File: src/rtl/ifs_pkg.sv
package ifs_pkg;
  localparam int BYTE_W = 8;
  localparam int NIB_W  = 4;
  localparam int OFS_W  = NIB_W + BYTE_W;

  typedef enum logic [2:0] {
    FMT_SINGLE = 3'd0,
    FMT_IMM    = 3'd1,
    FMT_ADDR   = 3'd2,
    FMT_REL    = 3'd3,
    FMT_WIDE   = 3'd4
  } fmt_e;

  typedef enum logic [1:0] {
    ST_FIRST = 2'd0,
    ST_REST  = 2'd1,
    ST_DONE  = 2'd2
  } seq_st_e;
endpackage

File: src/rtl/ifs_classify.sv
module ifs_classify
  import ifs_pkg::*;
#(
  parameter logic [15:0]  REL_NIBS = 16'hFF00,
  parameter logic [255:0] WIDE_MAP = {176'b0, 16'hFFFF, 64'b0},
  parameter logic [255:0] IMM_MAP  = {224'b0, 16'hFFFF, 16'b0},
  parameter logic [255:0] ADR_MAP  = {192'b0, 32'hFFFF_FFFF, 32'b0}
) (
  input  logic [BYTE_W-1:0] first_byte,
  output fmt_e              fmt,
  output logic [1:0]        len
);
  // Relative format claims its whole nibble group first; then 8-bit opcodes.
  always_comb begin
    fmt = FMT_SINGLE;
    len = 2'd1;
    if (REL_NIBS[first_byte[BYTE_W-1 -: NIB_W]]) begin
      fmt = FMT_REL;
      len = 2'd2;
    end else if (WIDE_MAP[first_byte]) begin
      fmt = FMT_WIDE;
      len = 2'd3;
    end else if (IMM_MAP[first_byte]) begin
      fmt = FMT_IMM;
      len = 2'd2;
    end else if (ADR_MAP[first_byte]) begin
      fmt = FMT_ADDR;
      len = 2'd2;
    end
  end
endmodule

File: src/rtl/ifs_assemble.sv
module ifs_assemble
  import ifs_pkg::*;
#(
  parameter int ADDR_W  = 16,
  parameter int MAX_LEN = 3
) (
  input  logic                           clk,
  input  logic                           rst_n,
  input  logic [MAX_LEN-1:0]             wr_sel,
  input  logic [BYTE_W-1:0]              byte_in,
  input  logic [ADDR_W-1:0]              pc_in,
  input  fmt_e                           fmt_in,
  input  logic [1:0]                     len_in,
  output logic [MAX_LEN-1:0][BYTE_W-1:0] slots,
  output logic [ADDR_W-1:0]              start_pc,
  output fmt_e                           fmt_q,
  output logic [1:0]                     len_q
);
  // One byte register per instruction position.
  for (genvar i = 0; i < MAX_LEN; i++) begin : g_slot
    always_ff @(posedge clk or negedge rst_n) begin
      if (!rst_n) begin
        slots[i] <= '0;
      end else if (wr_sel[i]) begin
        slots[i] <= byte_in;
      end
    end
  end

  // Format, length and start address are captured with the first byte.
  always_ff @(posedge clk or negedge rst_n) begin
    if (!rst_n) begin
      start_pc <= '0;
      fmt_q    <= FMT_SINGLE;
      len_q    <= 2'd1;
    end else if (wr_sel[0]) begin
      start_pc <= pc_in;
      fmt_q    <= fmt_in;
      len_q    <= len_in;
    end
  end
endmodule

File: src/rtl/ifs_pc_unit.sv
module ifs_pc_unit
  import ifs_pkg::*;
#(
  parameter int ADDR_W = 16
) (
  input  logic              clk,
  input  logic              rst_n,
  input  logic              advance,
  input  logic              load,
  input  logic [ADDR_W-1:0] base_pc,
  input  logic [OFS_W-1:0]  offset,
  input  logic [1:0]        len,
  output logic [ADDR_W-1:0] pc_q,
  output logic [ADDR_W-1:0] next_pc,
  output logic [ADDR_W-1:0] target
);
  localparam int EXT_W = ADDR_W - OFS_W;

  logic [ADDR_W-1:0] pc_d;
  logic              pc_en;

  assign target  = base_pc + {{EXT_W{offset[OFS_W-1]}}, offset};
  assign next_pc = base_pc + ADDR_W'(len);

  always_comb begin
    pc_en = advance | load;
    pc_d  = pc_q;
    if (load) begin
      pc_d = target;
    end else if (advance) begin
      pc_d = pc_q + ADDR_W'(1);
    end
  end

  always_ff @(posedge clk or negedge rst_n) begin
    if (!rst_n) begin
      pc_q <= '0;
    end else if (pc_en) begin
      pc_q <= pc_d;
    end
  end
endmodule

File: src/rtl/instr_fetch_seq.sv
module instr_fetch_seq
  import ifs_pkg::*;
#(
  parameter int           ADDR_W   = 16,
  parameter logic [15:0]  REL_NIBS = 16'hFF00,
  parameter logic [255:0] WIDE_MAP = {176'b0, 16'hFFFF, 64'b0},
  parameter logic [255:0] IMM_MAP  = {224'b0, 16'hFFFF, 16'b0},
  parameter logic [255:0] ADR_MAP  = {192'b0, 32'hFFFF_FFFF, 32'b0}
) (
  input  logic                clk,
  input  logic                rst_n,
  input  logic                stall,
  input  logic                take_branch,
  input  logic [7:0]          mem_data,
  input  logic                mem_valid,
  output logic [ADDR_W-1:0]   mem_addr,
  output logic                mem_rd,
  output logic                instr_valid,
  output logic [2:0]          instr_fmt,
  output logic [1:0]          instr_len,
  output logic [7:0]          instr_opcode,
  output logic [15:0]         instr_operand,
  output logic [11:0]         instr_offset,
  output logic [ADDR_W-1:0]   instr_pc,
  output logic [ADDR_W-1:0]   instr_next_pc,
  output logic [ADDR_W-1:0]   instr_target
);
  localparam int MAX_LEN = 3;
  localparam int IDX_W   = $clog2(MAX_LEN);

  seq_st_e                        state_q, state_d;
  logic [IDX_W-1:0]               idx_q, idx_d;
  logic                           accept;
  logic                           branch_load;
  logic [MAX_LEN-1:0]             wr_sel;
  fmt_e                           dec_fmt, fmt_q;
  logic [1:0]                     dec_len, len_q;
  logic [MAX_LEN-1:0][BYTE_W-1:0] slots;
  logic [ADDR_W-1:0]              pc_q, start_pc;
  logic [OFS_W-1:0]               offset;

  ifs_classify #(
    .REL_NIBS (REL_NIBS),
    .WIDE_MAP (WIDE_MAP),
    .IMM_MAP  (IMM_MAP),
    .ADR_MAP  (ADR_MAP)
  ) u_classify (
    .first_byte (mem_data),
    .fmt        (dec_fmt),
    .len        (dec_len)
  );

  // Next-state logic of the byte-collection sequencer.
  always_comb begin
    state_d     = state_q;
    idx_d       = idx_q;
    branch_load = 1'b0;
    mem_rd      = (state_q != ST_DONE) && !stall;
    accept      = mem_rd && mem_valid;
    unique case (state_q)
      ST_FIRST: begin
        if (accept) begin
          if (dec_len == 2'd1) begin
            state_d = ST_DONE;
          end else begin
            state_d = ST_REST;
            idx_d   = IDX_W'(1);
          end
        end
      end
      ST_REST: begin
        if (accept) begin
          if (idx_q == IDX_W'(len_q - 2'd1)) begin
            state_d = ST_DONE;
          end else begin
            idx_d = idx_q + IDX_W'(1);
          end
        end
      end
      ST_DONE: begin
        if (!stall) begin
          state_d     = ST_FIRST;
          branch_load = take_branch && (fmt_q == FMT_REL);
        end
      end
      default: state_d = ST_FIRST;
    endcase
    for (int i = 0; i < MAX_LEN; i++) begin
      wr_sel[i] = accept &&
                  (((state_q == ST_FIRST) && (i == 0)) ||
                   ((state_q == ST_REST) && (idx_q == IDX_W'(i))));
    end
  end

  always_ff @(posedge clk or negedge rst_n) begin
    if (!rst_n) begin
      state_q <= ST_FIRST;
      idx_q   <= '0;
    end else begin
      state_q <= state_d;
      idx_q   <= idx_d;
    end
  end

  ifs_assemble #(
    .ADDR_W  (ADDR_W),
    .MAX_LEN (MAX_LEN)
  ) u_assemble (
    .clk      (clk),
    .rst_n    (rst_n),
    .wr_sel   (wr_sel),
    .byte_in  (mem_data),
    .pc_in    (pc_q),
    .fmt_in   (dec_fmt),
    .len_in   (dec_len),
    .slots    (slots),
    .start_pc (start_pc),
    .fmt_q    (fmt_q),
    .len_q    (len_q)
  );

  ifs_pc_unit #(
    .ADDR_W (ADDR_W)
  ) u_pc (
    .clk     (clk),
    .rst_n   (rst_n),
    .advance (accept),
    .load    (branch_load),
    .base_pc (start_pc),
    .offset  (offset),
    .len     (len_q),
    .pc_q    (pc_q),
    .next_pc (instr_next_pc),
    .target  (instr_target)
  );

  // Field extraction for the presented bundle.
  always_comb begin
    offset        = '0;
    instr_operand = '0;
    unique case (fmt_q)
      FMT_IMM, FMT_ADDR: instr_operand = {{BYTE_W{1'b0}}, slots[1]};
      FMT_WIDE:          instr_operand = {slots[1], slots[2]};
      FMT_REL:           offset        = {slots[0][NIB_W-1:0], slots[1]};
      default:           instr_operand = '0;
    endcase
  end

  assign mem_addr     = pc_q;
  assign instr_valid  = (state_q == ST_DONE);
  assign instr_fmt    = fmt_q;
  assign instr_len    = len_q;
  assign instr_opcode = slots[0];
  assign instr_offset = offset;
  assign instr_pc     = start_pc;
endmodule

File: config.mk
export PLATFORM = sky130hd
export DESIGN_NAME = instr_fetch_seq
export DESIGN_NICKNAME = d
export VERILOG_FILES = /design/src/rtl/ifs_pkg.sv /design/src/rtl/ifs_classify.sv /design/src/rtl/ifs_assemble.sv /design/src/rtl/ifs_pc_unit.sv /design/src/rtl/instr_fetch_seq.sv
export SDC_FILE = /design/constraint.sdc
export NUM_CORES = 1
export LEC_CHECK = 0
export BUFFER_PORTS_ARGS = -buffer_cell sky130_fd_sc_hd__buf_4
export CAP_MARGIN = 10
export CORE_ASPECT_RATIO = 0.6
export CORE_MARGIN = 8
export CORE_UTILIZATION = 30
export CTS_CLUSTER_DIAMETER = 30
export DETAILED_ROUTE_END_ITERATION = 7
export SLEW_MARGIN = 20
export SYNTH_ARGS = -nofsm -noshare
export SYNTH_HDL_FRONTEND = slang
export SYNTH_SLANG_ARGS = --single-unit
export TNS_END_PERCENT = 10
File: constraint.sdc
create_clock -name clk -period 6.1 [get_ports clk]
set_clock_uncertainty 0.05 [all_clocks]
set_input_delay 0.61 -clock clk [delete_from_list [all_inputs] [get_ports clk]]
set_output_delay 0.61 -clock clk [all_outputs]
set_load 0.05 [all_outputs]
==> results.yml, run 1 <==
sta:
  period_share_pct: 69.5
  relSlewSlack_pct: 43.4
  max_freq_ghz: 0.236
  tns_ns: 0
  period_needed_ns: 4.24
  setup_violations: 0
  worstMarginPinSlew_ns: 0.849
  rsz0062_at_grt: "no"
  drv_slew: 0
  finalHoldViolCount: 0
clock_network:
  postCtsSetupBuffers: 0
  cts-buffers-inserted: 9
  clockRootBuffer: "clkbuf_16"
  cts_tree: "built"
  htreeDepth: 3
  path_clk_slew_ns: 0.06
  cts_sinks: 65
  clockBufferDepth: 2
  ctsResizeCount: 0
  hold_buffers: 0
  clock_latency_ns: 0.33
worst_setup_path:
  cp-end-kind: "primary output"
  path_cells: "nand2_1 -> nor2_1 -> and2_1 -> ha_1 -> a21oi_1 -> nand2_1 -> o21a_1 -> o31a_1 -> or4_1 -> nand3_1 -> buf_4"
  arrival_ns: 3.58
  cp-start-kind: "flop"
  crit_family: "simple AND/OR/NAND/NOR gates"
  max_stage_delay_ns: 0.54
  slowest_stage: "nor2_1"
  rr_startpoint: "u_assemble.fmt_q[0]"
  required_ns: 5.44
  worst-path-max-fanout: 13
  critPathLaunch: "u_assemble.fmt_q[0]"
  cpMostUsedCell: "nand2_1"
  critPathKind: "reg -> out"
  critPathBufInv: 1
grt:
  grt_use_total_pct: 15.8
  grt_pass1_wl_um: 22200
  antenna_found_initial: 1
  grt_max_degree: 66
  grt_pass1_vias: 3809
  overflow: 0
finish:
  fill_cells: 1352
  fin_nets: 590
  area_growth_pct: 32.9
  drive_above_1_share_pct: 32.9
  diodes: 0
placement:
  port_buffers: 119
  hpwl_um: 11300
  routabilityCongestion: 0.892
detailed_routing:
  via_per_inst: 5.09
  firstDrtPassIters: 5
  num_vias: 3836
  post-route-drc-count: 0
  drt_iter0_drc: 285
  antenna_left: 0
  avgRoutedWirePerCell_um: 19.2
  wl_um: 14500
logic_synthesis:
  synth-edff-count: 0
  synthFlopType: "dfrtp_1"
  synth.distinct_cells: 61
  synth_cells: 446
  postSynth.asyncResetShare_pct: 100
  synth.ff_latch_count: 65
  synth_warnings: 0
  synth_area_per_cell_um2: 9.52
  yosysTopAreaCellShare_pct: 37.7
  syn_nets: 479
  synth_area_leaders: "dfrtp_1, mux2_2, ha_1"
  netlist_area_um2: 4240
  synth_top_cell_by_area: "dfrtp_1"
  ys_seq_area_share_pct: 38.4
floorplanning:
  io_pins: 120
  initial_core_util_pct: 30.9
  dieWidth_um: 170
  die_y_um: 108
  die-area_um2: 18300
  core_um2: 13700
  fp-row-count: 33
pwr:
  power.leakage_uw: 0.00275
  report.power.total_uw: 3310
  pwr_density_cell_nw_per_um2: 586
  vdd_ir_drop_max_mv: 0.372
flow_run:
  maxCapViolCount: 0
run_status:
  outcome: "finished clean"
min_path:
  hp-class: "in -> async"
==> final cells by class <==
class	count	area [um2]	area share, %
clock buffers	11	253	4.48
clock inverters	5	125	2.22
inverters	17	68.8	1.22
multi-input cells	343	2420	42.9
flip-flops and latches	65	1630	28.9
well taps	192	240	4.26
repair buffers	121	908	16.1
==> kinds of logic after synthesis <==
kind of cell               after synthesis  share of synthesized area, %
DFF                                     65                          38.4
AOI/OAI and AO/OA                       85                          12.7
buffers and inverters                   38                          4.66
xor gates and xnor gates                39                          8.05
adders and majority gates               21                          6.52
and+or+nand+nor                        156                          18.6
muxes                                   42                          11.1
==> cells in the mapped netlist (4+ instances only) <==
cell,number
buf_4,10
xor2_1,15
o21ai_0,26
clkbuf_1,5
nand2_1,45
ha_1,18
mux2_2,39
nand4_1,10
xnor2_1,24
nand3_1,14
a22o_1,8
nor3_1,10
dfrtp_1,64
inv_1,16
a21oi_1,20
and2_1,21
a31oi_1,4
nor2_1,32
==> report_power, final <==
group / internal, uW / switching [uW] / leakage (uW)
Clock: 462 / 189 / 0.000186
Combinational: 575 / 1310 / 0.00173
Sequential: 579 / 190 / 0.000839
==> per-layer routing <==
layer / GRT usage, % / routed length (um) / vias up
li1: - / - / 1794
met1: 22.5 / 7180 / 1880
met3: 4.84 / 1120 / 17
met2: 22.7 / 6000 / 145
met5: 0 / 0 / -
met4: 3.71 / 170 / 0
==> registers in the layout, summed over array words and instances, names as in the netlist <==
| signal | flops |
|---|---|
| u_assemble.slots | 24 |
| u_assemble.start_pc | 16 |
| state_q | 2 |
| u_assemble.fmt_q | 3 |
| u_pc.pc_q | 16 |
| u_assemble.len_q | 2 |
| idx_q | 2 |
==> final timing paths <==
path,endpoint,slack (ns),depth (start not counted)
setup / recovery,instr_target[9],1.86,11
hold reg to reg,u_assemble.slots[6],0.44,2
min in group clk,u_assemble.slots[6],0.44,2
hold / removal,u_pc.pc_q[2],0.34,1
max in group asynchronous,u_pc.pc_q[7],5.11,1
setup reg to reg,u_pc.pc_q[15],2.75,10
==> layout by cell type (no fill, tap or decap), types with 3 or more instances in the layout <==
master / synthesis / layout
nand2_1: 45 / 45
buf_4: 10 / 121
and3_1: 3 / 3
bufinv_16: 0 / 4
ha_1: 18 / 18
a211oi_1: 3 / 3
nand3_1: 14 / 14
nor2_1: 32 / 32
nor2b_1: 3 / 3
o21ai_0: 26 / 26
a31oi_1: 4 / 4
clkbuf_16: 0 / 9
a22o_1: 8 / 8
nand4_1: 10 / 10
mux2_2: 39 / 39
xnor2_1: 24 / 24
inv_1: 16 / 16
xor2_1: 15 / 15
nor3_1: 10 / 10
or3_1: 3 / 3
a21oi_1: 20 / 20
dfrtp_1: 64 / 64
and2_1: 21 / 21
o21a_1: 3 / 3
==> stage by stage <==
step           instance area, um2  hold slack (ns)  cells  utilization (%)  worst slack (ns)
3_5_place_dp                 5260            0.430    738             38.3              2.21
2_1_floorplan                4240            0.264    446                -              1.79
4_1_cts                      5640            0.373    754             41.0              1.83
6_report                     5640            0.340    754             41.0              1.86
3_3_place_gp                 5260            0.415    738             38.3              2.37
5_1_grt                      5640            0.419    754             41.0              1.59
Power figures use the tool's default switching activity.
==> run 2: changes to the inputs <==
==> constraint.sdc (replaced) <==
create_clock -name clk -period 4.19 [get_ports clk]
set_clock_uncertainty 0.05 [all_clocks]
set_input_delay 0.419 -clock clk [delete_from_list [all_inputs] [get_ports clk]]
set_output_delay 0.419 -clock clk [all_outputs]
set_load 0.05 [all_outputs]
==> run 2 against run 1 <==
  * Routed wire length rose by 0.86%
  * Combinational power grew 46%
  * Setup slack worse by 1.6 ns
  * Clock power up 25%
  * Core utilization is 0.46 points lower
  * Design area decreased by 1.1%
  * First-iteration DRC count up 11%
  * Global-route usage up 0.29 points
  * Highest routed layer unchanged
  * Count of clock-buffer cells in the layout grew 1
  * Sequential power rose by 46%
  * Register-to-register slack worse by 1.7 ns
==> results.yml, run 2 (synthesized netlist as in run 1, its figures left out) <==
run_status:
  outcome: "finished clean"
detailed_routing:
  dr.max_layer_used: "met4"
  firstDrtPassIters: 5
  num_vias: 3869
  wl_met3_um: 1370
  post-route-drc-count: 0
  avgRoutedWirePerCell_um: 19.4
  drt_iter0_drc: 315
  wl_um: 14600
  wl_met2_um: 6080
  antenna_left: 0
  via_per_inst: 5.14
  met1_length_um: 6970
worst_setup_path:
  cp-end-kind: "primary output"
  arrival_ns: 3.48
  cp-start-kind: "flop"
  critPathKind: "reg -> out"
  worst-path-max-fanout: 13
  r2r_cells: 10
  critPathLaunch: "u_assemble.fmt_q[0]"
  rr_startpoint: "u_assemble.fmt_q[0]"
  required_ns: 3.72
clock_network:
  cts_tree: "built"
  clockBufferDepth: 2
  postCtsSetupBuffers: 0
  hold_buffers: 0
  htreeDepth: 3
  cts_sinks: 65
  cts-buffers-inserted: 9
  clock_latency_ns: 0.33
  path_clk_slew_ns: 0.05
  clockRootBuffer: "clkbuf_16"
  ctsResizeCount: 0
finish:
  post-route-util_pct: 40.6
  mostFrequentLayoutCell: "buf_4"
  fin_nets: 590
  reg.largest.list: "u_assemble.slots: 24 flops, u_assemble.start_pc: 16 flops, u_pc.pc_q: 16 flops"
  regMostFlops: "u_assemble.slots"
  largest_reg_flops: 24
  area_growth_pct: 31.4
  drive_above_1_share_pct: 32.6
  final_cell_mix: "buf_4, dfrtp_1, nand2_1, mux2_2, nor2_1"
  diodes: 0
placement:
  routabilityCongestion: 0.891
  port_buffers: 119
  post-place-ws_ns: 0.434
  hpwl_um: 11400
sta:
  holdWs_ns: 0.148
  finalHoldViolCount: 0
  worstMarginPinSlew_ns: 0.856
  max_freq_ghz: 0.253
  period_share_pct: 94.3
  period_needed_ns: 3.95
  tns_ns: 0
  rsz0062_at_grt: "no"
  finalWorstSetupSlack_ns: 0.239
  drv_slew: 0
  relSlewSlack_pct: 42.9
  setup_violations: 0
floorplanning:
  initial_core_util_pct: 30.9
  core_um2: 13700
  io_pins: 120
  dieWidth_um: 170
  die-area_um2: 18300
  fp-row-count: 33
  die_y_um: 108
pwr:
  report.power.total_uw: 4690
  clkPwrFrac_pct: 17.3
  vdd_ir_drop_max_mv: 0.421
  p_switching_uw: 2470
  p_int_uw: 2220
  swShare_pct: 52.7
  seqPwrFrac_pct: 23.9
  pwr_density_cell_nw_per_um2: 840
  power.leakage_uw: 0.00272
  pwr-share-comb_pct: 58.8
min_path:
  hp-class: "in -> async"
grt:
  grt_pass1_vias: 3919
  grt_pass1_wl_um: 22600
  overflow: 0
  grt_use_total_pct: 16.0
  antenna_found_initial: 0
  grt_max_degree: 66
flow_run:
  maxCapViolCount: 0
run 2: cell count changes in the layout (fill, tap and decap cells not counted):
cell,change
nor2_2,+1
clkbuf_1,+2
nor2_1,-1
clkbuf_8,-1
bufinv_16,-2
run 2: metrics by stage:
stage | std cells | instance area [um2]
floorplan | 446 | 4240
global placement | 738 | 5260
detailed placement | 738 | 5260
CTS | 753 | 5580
global route | 753 | 5580
finish | 753 | 5580
run 2: worst paths after layout:
| path | endpoint | slack [ns] |
|---|---|---|
| max reg2reg | u_pc.pc_q[15] | 1.01 |
| min reg2reg | u_assemble.slots[22] | 0.44 |
| min | u_assemble.slots[7] | 0.15 |
| max | instr_target[9] | 0.24 |
| max in group asynchronous | u_assemble.start_pc[11] | 3.38 |
| min in group clk | u_assemble.len_q[0] | 0.29 |
run 2: cell type report:
class / count / area, um2
clock buffer: 12 / 246
clock inverter: 3 / 65.1
fill: 1340 / 8170
inverter: 17 / 68.8
multi-input combinational: 343 / 2420
sequential: 65 / 1630
tap: 192 / 240
timing repair buffer: 121 / 908
run 2: critical path: stages (launching register included):
cell	delay (ns)
dfrtp_1	0.48
nand2_1	0.12
nor2_2	0.39
and2_1	0.22
ha_1	0.29
a21oi_1	0.24
nand2_1	0.13
o21a_1	0.24
o31a_1	0.29
or4_1	0.41
nand3_1	0.13
buf_4	0.21
run 2: power groups by stage:
stage | registers (uW) | clock network [uW] | logic (uW)
after detailed placement | 1130 | 0 | 2760
after floorplan | 1320 | 0 | 1730
final | 1120 | 811 | 2760
after CTS | 1120 | 826 | 2780
after global placement | 1110 | 0 | 2730
after global routing | 1160 | 847 | 2900
run 2: per-layer routing:
metal,vias up,global-route usage [%]
met3,15,5.86
li1,1797,-
met2,164,23.5
met1,1893,22.1
met5,-,0
met4,0,3.90
